--- src/rtl/simd_pkg.sv ---
package simd_pkg;

    localparam int BYTE_W    = 8;
    localparam int NUM_BYTES = 8;
    localparam int DATA_W    = BYTE_W * NUM_BYTES;

    // Lane width encoding: lane spans (1 << mode) bytes
    typedef enum logic [1:0] {
        LANE_B8  = 2'd0,
        LANE_H16 = 2'd1,
        LANE_W32 = 2'd2,
        LANE_D64 = 2'd3
    } lane_mode_e;

    typedef struct packed {
        lane_mode_e mode;
        logic       sub;
        logic       sgn;
        logic       sat;
    } op_ctl_t;

    // One byte slice of the carry chain
    typedef struct packed {
        logic [BYTE_W-1:0] sum;
        logic              cout;
        logic              a_msb;
        logic              bx_msb;   // msb of second operand after inversion for subtract
    } slice_t;

    function automatic int unsigned lane_bytes(lane_mode_e m);
        return 32'd1 << m;
    endfunction

endpackage

--- src/rtl/simd_lane_map.sv ---
module simd_lane_map
    import simd_pkg::*;
#(
    parameter int NB = simd_pkg::NUM_BYTES
) (
    input  lane_mode_e                 mode,
    output logic [NB-1:0]              first_byte,
    output logic [NB-1:0]              last_byte,
    output logic [NB-1:0][$clog2(NB)-1:0] owner
);
    localparam int IDX_W = $clog2(NB);

    always_comb begin
        int unsigned lb;
        lb = lane_bytes(mode);
        for (int i = 0; i < NB; i++) begin
            first_byte[i] = ((i & (lb - 1)) == 0);
            last_byte[i]  = (((i + 1) & (lb - 1)) == 0);
            owner[i]      = IDX_W'(i | (lb - 1));   // top byte of the lane holding byte i
        end
    end

endmodule

--- src/rtl/simd_carry_chain.sv ---
module simd_carry_chain
    import simd_pkg::*;
#(
    parameter int NB = simd_pkg::NUM_BYTES,
    parameter int BW = simd_pkg::BYTE_W
) (
    input  logic [NB*BW-1:0]   a,
    input  logic [NB*BW-1:0]   b,
    input  logic               sub,
    input  logic [NB-1:0]      first_byte,
    output slice_t [NB-1:0]    slc
);
    logic [NB-1:0] cin;
    logic [NB-1:0] cout;

    for (genvar g = 0; g < NB; g++) begin : g_byte
        logic [BW-1:0] a_b;
        logic [BW-1:0] bx_b;
        logic [BW:0]   s_w;

        assign a_b  = a[g*BW +: BW];
        assign bx_b = b[g*BW +: BW] ^ {BW{sub}};

        if (g == 0) begin : g_base
            assign cin[g] = sub;
        end else begin : g_link
            // carry is cut where a new lane begins
            assign cin[g] = first_byte[g] ? sub : cout[g-1];
        end

        assign s_w     = {1'b0, a_b} + {1'b0, bx_b} + {{BW{1'b0}}, cin[g]};
        assign cout[g] = s_w[BW];

        assign slc[g].sum    = s_w[BW-1:0];
        assign slc[g].cout   = s_w[BW];
        assign slc[g].a_msb  = a_b[BW-1];
        assign slc[g].bx_msb = bx_b[BW-1];
    end

endmodule

--- src/rtl/simd_lane_fixup.sv ---
module simd_lane_fixup
    import simd_pkg::*;
#(
    parameter int NB = simd_pkg::NUM_BYTES,
    parameter int BW = simd_pkg::BYTE_W
) (
    input  slice_t [NB-1:0]               slc,
    input  op_ctl_t                       ctl,
    input  logic [NB-1:0]                 last_byte,
    input  logic [NB-1:0][$clog2(NB)-1:0] owner,
    output logic [NB*BW-1:0]              res,
    output logic [NB-1:0]                 ovf
);
    logic [NB-1:0] top_ovf;

    // Overflow as seen at each byte, meaningful only on a lane's top byte
    always_comb begin
        for (int i = 0; i < NB; i++) begin
            if (ctl.sgn)
                top_ovf[i] = (slc[i].a_msb == slc[i].bx_msb) &&
                             (slc[i].sum[BW-1] != slc[i].a_msb);
            else
                top_ovf[i] = ctl.sub ? ~slc[i].cout : slc[i].cout;
        end
    end

    // Broadcast the lane verdict and substitute the clamp value
    always_comb begin
        for (int i = 0; i < NB; i++) begin
            logic          neg;
            logic [BW-1:0] fill;
            neg    = slc[owner[i]].a_msb;
            ovf[i] = top_ovf[owner[i]];
            if (ctl.sgn)
                fill = last_byte[i] ? {neg, {(BW-1){~neg}}} : {BW{~neg}};
            else
                fill = {BW{~ctl.sub}};
            res[i*BW +: BW] = (ctl.sat && ovf[i]) ? fill : slc[i].sum;
        end
    end

endmodule

--- src/rtl/simd_sat_addsub.sv ---
module simd_sat_addsub
    import simd_pkg::*;
#(
    parameter int NB      = simd_pkg::NUM_BYTES,
    parameter int BW      = simd_pkg::BYTE_W,
    parameter bit OUT_REG = 1'b1
) (
    input  logic               clk,
    input  logic               rst,
    input  logic [NB*BW-1:0]   opa,
    input  logic [NB*BW-1:0]   opb,
    input  logic [1:0]         lane_mode,
    input  logic               op_sub,
    input  logic               is_signed,
    input  logic               sat_en,
    output logic [NB*BW-1:0]   result,
    output logic [NB-1:0]      ovf_flag
);
    localparam int DW    = NB * BW;
    localparam int IDX_W = $clog2(NB);

    op_ctl_t                  ctl;
    logic [NB-1:0]            first_byte;
    logic [NB-1:0]            last_byte;
    logic [NB-1:0][IDX_W-1:0] owner;
    slice_t [NB-1:0]          slc;
    logic [DW-1:0]            res_c;
    logic [NB-1:0]            ovf_c;

    assign ctl.mode = lane_mode_e'(lane_mode);
    assign ctl.sub  = op_sub;
    assign ctl.sgn  = is_signed;
    assign ctl.sat  = sat_en;

    simd_lane_map #(.NB(NB)) u_map (
        .mode       (ctl.mode),
        .first_byte (first_byte),
        .last_byte  (last_byte),
        .owner      (owner)
    );

    simd_carry_chain #(.NB(NB), .BW(BW)) u_chain (
        .a          (opa),
        .b          (opb),
        .sub        (ctl.sub),
        .first_byte (first_byte),
        .slc        (slc)
    );

    simd_lane_fixup #(.NB(NB), .BW(BW)) u_fix (
        .slc        (slc),
        .ctl        (ctl),
        .last_byte  (last_byte),
        .owner      (owner),
        .res        (res_c),
        .ovf        (ovf_c)
    );

    if (OUT_REG) begin : g_oreg
        always_ff @(posedge clk) begin
            if (rst) begin
                result   <= '0;
                ovf_flag <= '0;
            end else begin
                result   <= res_c;
                ovf_flag <= ovf_c;
            end
        end
    end else begin : g_comb
        assign result   = res_c;
        assign ovf_flag = ovf_c;
    end

    AST_WIDE_FLAG_PAIR: assert property (@(posedge clk) disable iff (rst)
        (lane_mode != 2'd0) |-> (ovf_c[1] == ovf_c[0]));
    AST_UNS_ADD_CLAMP: assert property (@(posedge clk) disable iff (rst)
        (sat_en && !is_signed && !op_sub && ovf_c[0]) |-> (res_c[BW-1:0] == {BW{1'b1}}));
    AST_UNS_SUB_CLAMP: assert property (@(posedge clk) disable iff (rst)
        (sat_en && !is_signed && op_sub && ovf_c[0]) |-> (res_c[BW-1:0] == '0));
    AST_OPP_SIGN_ADD: assert property (@(posedge clk) disable iff (rst)
        (is_signed && !op_sub && lane_mode == 2'd0 && opa[BW-1] != opb[BW-1]) |-> !ovf_c[0]);
    AST_SELF_SUB_ZERO: assert property (@(posedge clk) disable iff (rst)
        (op_sub && opa == opb) |-> (res_c == '0 && ovf_c == '0));

endmodule

--- config.mk ---
export PLATFORM = sky130hd
export DESIGN_NAME = simd_sat_addsub
export DESIGN_NICKNAME = d
export VERILOG_FILES = /design/src/rtl/simd_pkg.sv /design/src/rtl/simd_lane_map.sv /design/src/rtl/simd_carry_chain.sv /design/src/rtl/simd_lane_fixup.sv /design/src/rtl/simd_sat_addsub.sv
export SDC_FILE = /design/constraint.sdc
export NUM_CORES = 1
export LEC_CHECK = 0
export BUFFER_PORTS_ARGS = -buffer_cell sky130_fd_sc_hd__buf_2
export CAP_MARGIN = 0
export CORE_ASPECT_RATIO = 1.25
export CORE_MARGIN = 2
export CORE_UTILIZATION = 27
export DETAILED_ROUTE_END_ITERATION = 10
export PLACE_DENSITY = 0.51
export SETUP_SLACK_MARGIN = 0.02
export SYNTH_ARGS = -nofsm -noshare
export SYNTH_HDL_FRONTEND = slang
export SYNTH_SLANG_ARGS = --single-unit
--- constraint.sdc ---
create_clock -name clk -period 18.3 [get_ports clk]
set_clock_uncertainty 0.1 [all_clocks]
set_input_delay 0.915 -clock clk [delete_from_list [all_inputs] [get_ports clk]]
set_output_delay 0.915 -clock clk [all_outputs]
set_load 0.02 [all_outputs]
# Word level (Yosys, flattened, before mapping)
# Index checks and enable logic that the tools add are counted.
# W data, S select, Z words.
# classes
addsub	17
n_lt_le_gt_ge	7
eq_ne	16
shift	1
mux	75
bitwise_logic	25
reduce_logical	24
# ops
op	n
$logic_not A32 Y1	8
$mux W8	24
$add A8 B8 Y9	8
$add A9 B1 Y9	8
$bmux W11 S2	3
$xor A8 B8 Y8	8
$bmux W11 S3	1
$mux W1	33
$lt A3 B4 Y1 const B	7
$mux W2	10
$not A1 Y1	17
$logic_and A1 B1 Y1	16
$eq A1 B1 Y1	8
$ne A1 B1 Y1	8
$bmux W1 S2	3
$shl A1 B2 Y4 const A	1
$sub A4 B1 Y4 const B	1
$bmux W1 S3	1
# word_totals
register_bits	72
inputBits	135
out_inout_bits	72
word_cells	167

# Depth between registers and ports, before layout
# Gate-level depths: netlist (run 1).
# logic_depth
word_depth	24
depth_mapped	62
mapped_depth_nobuf	59

# Hierarchy
# Synthesis (run 1) repeated with hierarchy kept, for this count alone.
# unflattened
cells_unflattened	935
area_unflattened_um2	8182.8
# modules_own_cells
mod	instances	cells_each	area_each_um2	seq_area_each_um2
simd_carry_chain	1	412	3289.4	0.0
simd_lane_fixup	1	330	2628.8	0.0
simd_sat_addsub	1	152	1981.9	1441.4
simd_lane_map	1	41	282.8	0.0

# Worst setup path before layout (run 1)
# OpenSTA, ideal clock, no wires.
# synth_timing
kind	input-to-reg
from	input op_sub
to	register result[11]
setup_ns	0.084
t_arrival_ns	13.617
t_required_ns	18.116
slack_ns	4.499
cell_stages	62
n_path_buf	4
path_cell_list	buf_2 > buf_1 > buf_1 > xor2_1 > ha_1 > o21ai_0 > a21oi_1 > o31ai_1 > nand2_1 > nand2_1 > fa_1 > fa_1 > nor2b_1 > o31a_1 > o221ai_1 > nand2_1 > o21ai_0 > fa_1 > [... 26 more ...] > fa_1 > fa_1 > nor2b_1 > o21a_1 > o21ai_0 > a21o_1 > o21ai_0 > fa_1 > fa_1 > a21oi_1 > o21ai_1 > a31oi_1 > mux2i_1 > and2_1 > a211oi_1 > or3_1 > buf_2 > o31ai_2
# synth_between
elab_chain_cells	24
word_cells_on_any_way	61
cone_classes	add/sub (16); eq/ne (8); mux (19); bitwise (13); reduce/logical (5)
# synth_lines
item	line	text
start, declared	simd_sat_addsub.sv:13	input logic op_sub,
$xor A8 B8 Y8	simd_carry_chain.sv:22	assign bx_b = b[g*BW +: BW] ^ {BW{sub}};
$add A8 B8 Y9	simd_carry_chain.sv:31	assign s_w = {1'b0, a_b} + {1'b0, bx_b} + {{BW{1'b0}}, cin[g]};
$add A9 B1 Y9	simd_carry_chain.sv:31	
$mux W1	simd_carry_chain.sv:28	assign cin[g] = first_byte[g] ? sub : cout[g-1];
$add A9 B1 Y9	simd_carry_chain.sv:31	
$mux W1	simd_carry_chain.sv:28	
$add A9 B1 Y9	simd_carry_chain.sv:31	
$mux W1	simd_carry_chain.sv:28	
[... 8 more ...]	--	
$add A9 B1 Y9	simd_carry_chain.sv:31	
$ne A1 B1 Y1 or $not A1 Y1 (tied branches)	simd_lane_fixup.sv:21, simd_lane_fixup.sv:23	
$logic_and A1 B1 Y1 or $mux W1 (tied branches)	simd_lane_fixup.sv:20, simd_lane_fixup.sv:23	
$mux W1	simd_lane_fixup.sv:19	if (ctl.sgn)
$bmux W1 S2	simd_lane_fixup.sv:33	ovf[i] = top_ovf[owner[i]];
$mux W1 (implied by the code)	simd_lane_fixup.sv:33	
$logic_and A1 B1 Y1	simd_lane_fixup.sv:38	res[i*BW +: BW] = (ctl.sat && ovf[i]) ? fill : slc[i].sum;
$mux W8 (*)	simd_lane_fixup.sv:38	
end signal, assigned	simd_sat_addsub.sv:65	result <= res_c;
end, declared	simd_sat_addsub.sv:16	output logic [NB*BW-1:0] result,
# Every way passes the cells marked *; elsewhere a longest branch is shown, timed or not. The select of a mux whose other input is x is not followed.
# A chain may end at the register's enable or synchronous reset.

# Worst setup path in the final report (run 1)
# layout_timing
from	input op_sub
to	register result[9]
# Same word-level chain as after synthesis.

==> results of run 1 <==
-- kinds of logic after synthesis --
family          after synthesis  synth area share (%)
flops                        72                  23.2
simple gates                169                  14.8
mux                          15                  2.54
fa+ha+maj                    71                  16.1
compound gates              216                  24.1
xor+xnor                    108                  15.2
buf+inv                      61                  4.01
-- state kept, by name, indices dropped and copies added, names as in the netlist --
signal,count
ovf_flag,8
result,64
-- power breakdown --
| part | leakage [nW] | switching, W | internal, W | total [W] |
|---|---|---|---|---|
| clock network | 0.158 | 0.0000731 | 0.000122 | 0.000195 |
| logic | 3.03 | 0.000179 | 0.000128 | 0.000306 |
| registers | 0.600 | 0.0000108 | 0.000188 | 0.000199 |
-- cell type report --
| class | instances | area, µm² |
|---|---|---|
| Inverter | 32 | 120 |
| Tap cell | 288 | 360 |
| Multi-Input combinational cell | 579 | 4520 |
| Fill cell | 2443 | 15000 |
| Sequential cell | 72 | 1440 |
| Antenna cell | 1 | 2.50 |
| Timing Repair Buffer | 209 | 1060 |
| Clock inverter | 6 | 82.6 |
| Clock buffer | 10 | 239 |
-- worst min path at each step --
stage                        endpoint    from
after floorplan           ovf_flag[4]     rst
after CTS                   result[0]  opa[0]
final                       result[0]  opa[0]
after detailed placement    result[0]  opa[0]
after global placement      result[0]  opa[0]
after global routing        result[0]  opa[0]
-- placed cells by master (no fill, tap or decap), types with 10 or more instances in the layout --
master / count
buf_2: 205
xor2_1: 77
dfxtp_1: 72
o21ai_0: 64
ha_1: 56
a21oi_1: 47
nand2_1: 39
nor2_1: 34
inv_1: 32
xnor2_1: 31
nand2b_1: 19
a21o_1: 19
nor2b_1: 17
o21a_1: 15
fa_1: 15
nor3_1: 14
mux2i_1: 11
o31ai_1: 10
-- per-stage QoR --
step                instance area, µm²  cells  util (%)  setup slack [ns]
global route                      7820   1196      34.3              1.73
detailed placement                7500   1180      32.9              2.59
floorplan                         6210    712         -              4.50
finish                            7820   1197      34.3              3.02
CTS                               7820   1196      34.3              2.92
global placement                  7500   1180      32.9              2.93
-- layer usage --
metal,routed length (µm),part of all wire (%),vias up
met2,9610,50,166
met4,479,2.5,0
met3,949,4.9,30
met5,0,0,-
met1,8220,43,2735
li1,-,-,2918
-- synth_stat cells (3+ instances only) --
cell type  number
nor2b_1        17
ha_1           56
nor2_1         34
o21a_1         15
mux2_2          3
a21oi_1        47
a31o_2          5
clkbuf_1       11
or4_1           3
or3_1           7
o2111ai_1       3
o21ai_0        64
a21boi_0        3
buf_1           9
nand3_1         7
nand2b_1       19
a211oi_1        7
xnor2_1        31
nand2_1        39
and2_1          6
buf_2           7
nor3_1         14
o31a_1          4
fa_1           15
and3_1          6
a21o_1         19
inv_1          32
o31ai_1        10
mux2i_1        11
dfxtp_1        72
xor2_1         77
nor4_1          3
a311oi_1        3
-- worst max-delay path, delay by kind of cell --
family / cells / cell delay (ns)
AOI/OAI and AO/OA: 26 / 4.77
adders and majority gates: 15 / 6.05
buffers and inverters: 2 / 0.64
muxes: 3 / 0.79
and+or+nand+nor: 14 / 2.18
==> flow_metrics.py, run 1 <==
metrics = {
    "status": {
        "status": "completed",
    },
    "worst_setup_path": {
        "cp-endpoint": "result[9]",
        "worstPathArrival_ns": 15.35,
        "crit_type": "in -> reg",
        "critPathLaunch": "op_sub",
        "critPathCaptureType": "flip-flop",
        "critPathMostFrequentCell": "fa_1",
        "max_stage_delay_ns": 0.58,
        "crit_fanout": 47,
        "crit_slowest_cell": "buf_4",
        "critPathLaunchType": "primary input",
        "required_ns": 18.38,
    },
    "grt": {
        "gr-usage-met2_pct": 27.7,
        "antenna_found_initial": 1,
        "grt_start_max_net_pins": 48,
        "grt_busiest_layer": "met2",
        "grt_pass1_vias": 5911,
        "grt_pass1_wl_mm": 30.4,
        "use_met1_pct": 19.3,
        "grtUsageTotal_pct": 15.8,
        "met3_usage_pct": 2.82,
        "overflow": 0,
    },
    "synthesis": {
        "synth_area_leaders": "dfxtp_1, ha_1, xor2_1",
        "yosysWarnings": 0,
        "syn_area_per_cell_um2": 8.72,
        "netlist.area_leader.share_pct": 23.2,
        "synth_ff_type": "dfxtp_1",
        "synth_cells": 712,
        "async_flop_share_pct": 0,
        "ys_seq_area_share_pct": 23.2,
        "ys_seq_elements": 72,
        "yosysTopAreaCell": "dfxtp_1",
        "synth.distinct_cells": 76,
        "synth_edf_count": 0,
        "syn-num-nets": 918,
        "syn_area_um2": 6210,
    },
    "clock_network": {
        "post-cts-setup-buffers": 0,
        "cts.sinks": 72,
        "clockBufferDepth": 2,
        "cts_tree": "done",
        "clk_pin_slew_ns": 0.06,
        "cts_resized": 0,
        "clockRootBuffer": "clkbuf_16",
        "cts_made_buffers": 9,
        "htree_levels": 3,
        "cts.hold.buffers_added": 0,
    },
    "power_and_ir_drop": {
        "ir_drop_v": 0.0000406,
        "finalPower_w": 0.000701,
        "p_leak_nw": 3.79,
        "p_per_area_nw_per_um2": 89.6,
    },
    "timing": {
        "fmax_mhz": 65.5,
        "final-hold-violation-count": 0,
        "whs_ns": 0.827,
        "slew_violations": 0,
        "setup_tns_ns": 0,
        "post-route-period-util_pct": 83.5,
        "grt_setup_unrepaired": "false",
        "relSlewSlack_pct": 43.0,
        "worst_pin_slew_ns": 0.852,
        "period_needed_ns": 15.28,
        "setup_violations": 0,
    },
    "detailed_routing": {
        "first_iter_violations": 252,
        "num_vias": 5849,
        "routed_wl_mm": 19.3,
        "vias_per_cell": 4.89,
        "wl_per_cell_um": 16.1,
        "antenna_left": 0,
        "dr.pass1.iters": 4,
        "drcViolationCount": 0,
    },
    "final_layout": {
        "area_growth_pct": 26.0,
        "nets": 1109,
        "drive_above_1_share_pct": 28.3,
    },
    "hold_path": {
        "whs_path_depth": 3,
        "hp-class": "in -> reg",
    },
    "floorplan": {
        "initial_core_util_pct": 27.2,
        "die_x_um": 140,
        "std_cell_rows": 62,
        "pin_count": 207,
        "die_h_um": 174,
        "fp.dieArea_um2": 24200,
        "core_area_um2": 22800,
    },
    "placed_design": {
        "gp_congestion": 0.814,
        "dp_hpwl_mm": 15.5,
        "io_buffer_count": 206,
    },
    "run": {
        "cap_violations": 0,
    },
}
Note: power is estimated with default switching activity, not from simulation.
==> run 2: changes to the inputs <==
Settings changed: ABC_AREA from default to 1.
Clock period 18.3 ns to 15.36 ns, I/O delays scaled along.
==> flow_metrics.py, run 2 <==
metrics = {
    "synthesis": {
        "ys_seq_area_share_pct": 22.7,
        "yosysMostFrequentCell": "nand2_1",
        "synthXorXnorAreaFrac_pct": 14.2,
        "syn_area_per_cell_um2": 7.11,
        "ys_top_cells_by_count": "nand2_1, a21oi_1, inv_1",
        "synth-simple-area-share_pct": 24.6,
        "synth_area_leaders": "dfxtp_1, nand2_1, ha_1",
        "synth.distinct_cells": 43,
        "ys_seq_elements": 72,
        "syn-num-nets": 1097,
        "synth_cells": 891,
        "synth_edf_count": 0,
        "synth_compound_area_share_pct": 14.9,
        "synth_fa_ha_area_share_pct": 15.8,
        "synth.mux.area_fraction_pct": 0,
        "yosysTopAreaCell": "dfxtp_1",
        "netlist.area_leader.share_pct": 22.7,
        "synth_ff_type": "dfxtp_1",
        "yosysWarnings": 0,
        "async_flop_share_pct": 0,
        "synth_top_family_by_area": "simple AND/OR/NAND/NOR gates",
        "syn_area_um2": 6340,
    },
    "timing": {
        "grt_setup_unrepaired": "false",
        "setup_violations": 0,
        "final-hold-violation-count": 0,
        "whs_ns": 0.713,
        "worst_pin_slew_ns": 0.835,
        "period_needed_ns": 13.77,
        "setup_tns_ns": 0,
        "post-route-period-util_pct": 89.6,
        "fmax_mhz": 72.6,
        "slew_violations": 0,
        "relSlewSlack_pct": 44.4,
    },
    "floorplan": {
        "die_x_um": 141,
        "fp.dieArea_um2": 24700,
        "die_h_um": 175,
        "initial_core_util_pct": 27.5,
        "pin_count": 207,
        "core_area_um2": 23000,
        "std_cell_rows": 62,
    },
    "worst_setup_path": {
        "crit_type": "in -> reg",
        "critPathLaunchType": "primary input",
        "max_stage_delay_ns": 0.58,
        "critPathLaunch": "op_sub",
        "worstPathArrival_ns": 13.88,
        "crit_slowest_cell": "buf_4",
        "required_ns": 15.47,
        "crit_fanout": 44,
        "critPathCaptureType": "flip-flop",
        "critPathMostFrequentCell": "fa_1",
    },
    "clock_network": {
        "htree_levels": 3,
        "cts.sinks": 72,
        "cts.hold.buffers_added": 0,
        "clk_pin_slew_ns": 0.06,
        "clockRootBuffer": "clkbuf_16",
        "cts_tree": "done",
        "post-cts-setup-buffers": 0,
        "cts_resized": 0,
        "clockBufferDepth": 2,
        "cts_made_buffers": 9,
    },
    "final_layout": {
        "instances_no_fill": 1379,
        "drive_above_1_share_pct": 23.8,
        "layout_common_cells": "nand2_1, buf_2, a21oi_1",
        "area_growth_pct": 25.2,
        "layout_commonest_cell": "nand2_1",
        "antenna_cells": 0,
        "largest_reg_flops": 64,
        "nets": 1292,
        "final_area_um2": 7940,
        "reg_top3": "result x64, ovf_flag x8",
        "regMostFlops": "result",
    },
    "placed_design": {
        "dpl_cell_area_um2": 7640,
        "gp_congestion": 0.833,
        "io_buffer_count": 206,
        "dpl.cell_count": 1363,
        "dp_hpwl_mm": 16.1,
    },
    "detailed_routing": {
        "dr.pass1.iters": 4,
        "num_vias": 6252,
        "vias_per_cell": 4.53,
        "wl_per_cell_um": 14.5,
        "routed_wl_mm": 20.1,
        "antenna_left": 0,
        "first_iter_violations": 249,
        "drcViolationCount": 0,
    },
    "power_and_ir_drop": {
        "p_per_area_nw_per_um2": 103,
        "internal_power_w": 0.000490,
        "p_sw_share_pct": 40.3,
        "p_leak_nw": 4.26,
        "finalPower_w": 0.000821,
        "clockPowerShare_pct": 26.0,
        "power_frac_seq_pct": 28.0,
        "p_sw_w": 0.000331,
        "ir_drop_v": 0.0000485,
        "p_comb_share_pct": 46.0,
    },
    "hold_path": {
        "worstHoldStart": "opa[0]",
        "whs_path_depth": 5,
        "hp-class": "in -> reg",
    },
    "grt": {
        "overflow": 0,
        "antenna_found_initial": 1,
        "grt_pass1_wl_mm": 31.3,
        "grtUsageTotal_pct": 16.1,
        "grt_start_max_net_pins": 69,
        "grt_pass1_vias": 6256,
    },
    "run": {
        "cap_violations": 0,
    },
    "status": {
        "status": "completed",
    },
}
==> run 2: cell types whose count changed after synthesis, sizes merged, moves of 10 or more <==
cell / before / now
a21o: 21 / 2
a21oi: 49 / 104
inv: 32 / 99
mux2i: 12 / 0
nand2: 39 / 230
nand2b: 20 / 0
nand3: 7 / 51
nand4: 1 / 13
nor2b: 18 / 0
o21a: 15 / 1
o21ai: 65 / 40
o31ai: 11 / 1
==> run 2: metrics by stage <==
stage | utilization (%) | setup WS, ns
finish | 34.4 | 1.59
global route | 34.4 | 0.394
CTS | 34.4 | 1.37
detailed placement | 33.1 | 1.04
global placement | 33.1 | 1.45
floorplan | - | 3.22
==> run 2: power by group through the flow <==
stage	combinational (W)	clock, W	sequential (W)
after global placement	0.000381	0	0.000236
after global routing	0.000427	0.000228	0.000233
final	0.000378	0.000213	0.000230
after floorplan	0.000228	0	0.000276
after detailed placement	0.000381	0	0.000234
after CTS	0.000383	0.000221	0.000231
==> run 2: cells by family after synthesis <==
| group | after synthesis |
|---|---|
| and+or+nand+nor | 351 |
| AOI/OAI and AO/OA | 170 |
| buffers and inverters | 124 |
| xor gates and xnor gates | 103 |
| DFF | 72 |
| adders and majority gates | 71 |
==> run 2: area by class of cell <==
type,instances,area (µm²)
Fill cell,2514,15100
Multi-Input combinational cell,695,4410
Sequential cell,72,1440
Timing Repair Buffer,209,1060
Inverter,99,372
Tap cell,288,360
Clock buffer,10,229
Clock inverter,6,70.1
==> run 2: final timing paths <==
path,to,slack (ns)
hold / removal,result[0],0.71
setup / recovery,result[47],1.59
==> run 2: metal layers <==
layer | vias to the layer above | GRT usage [%] | part of all wire [%] | wire [µm]
met4 | 2 | 5.75 | 2.4 | 483
met3 | 26 | 2.94 | 4.8 | 963
met5 | - | 0 | 0.065 | 13
met1 | 2780 | 18.5 | 41 | 8280
met2 | 148 | 29.7 | 51 | 10300
li1 | 3296 | - | - | -
==> run 2: worst max-delay path: cells and delay by family <==
kind | cells | cell delay (ns)
buffers and inverters | 6 | 1.10
AND/OR/NAND/NOR | 27 | 3.25
AO/OA/AOI/OAI | 15 | 2.73
adder cells (fa/ha/maj) | 15 | 6.00
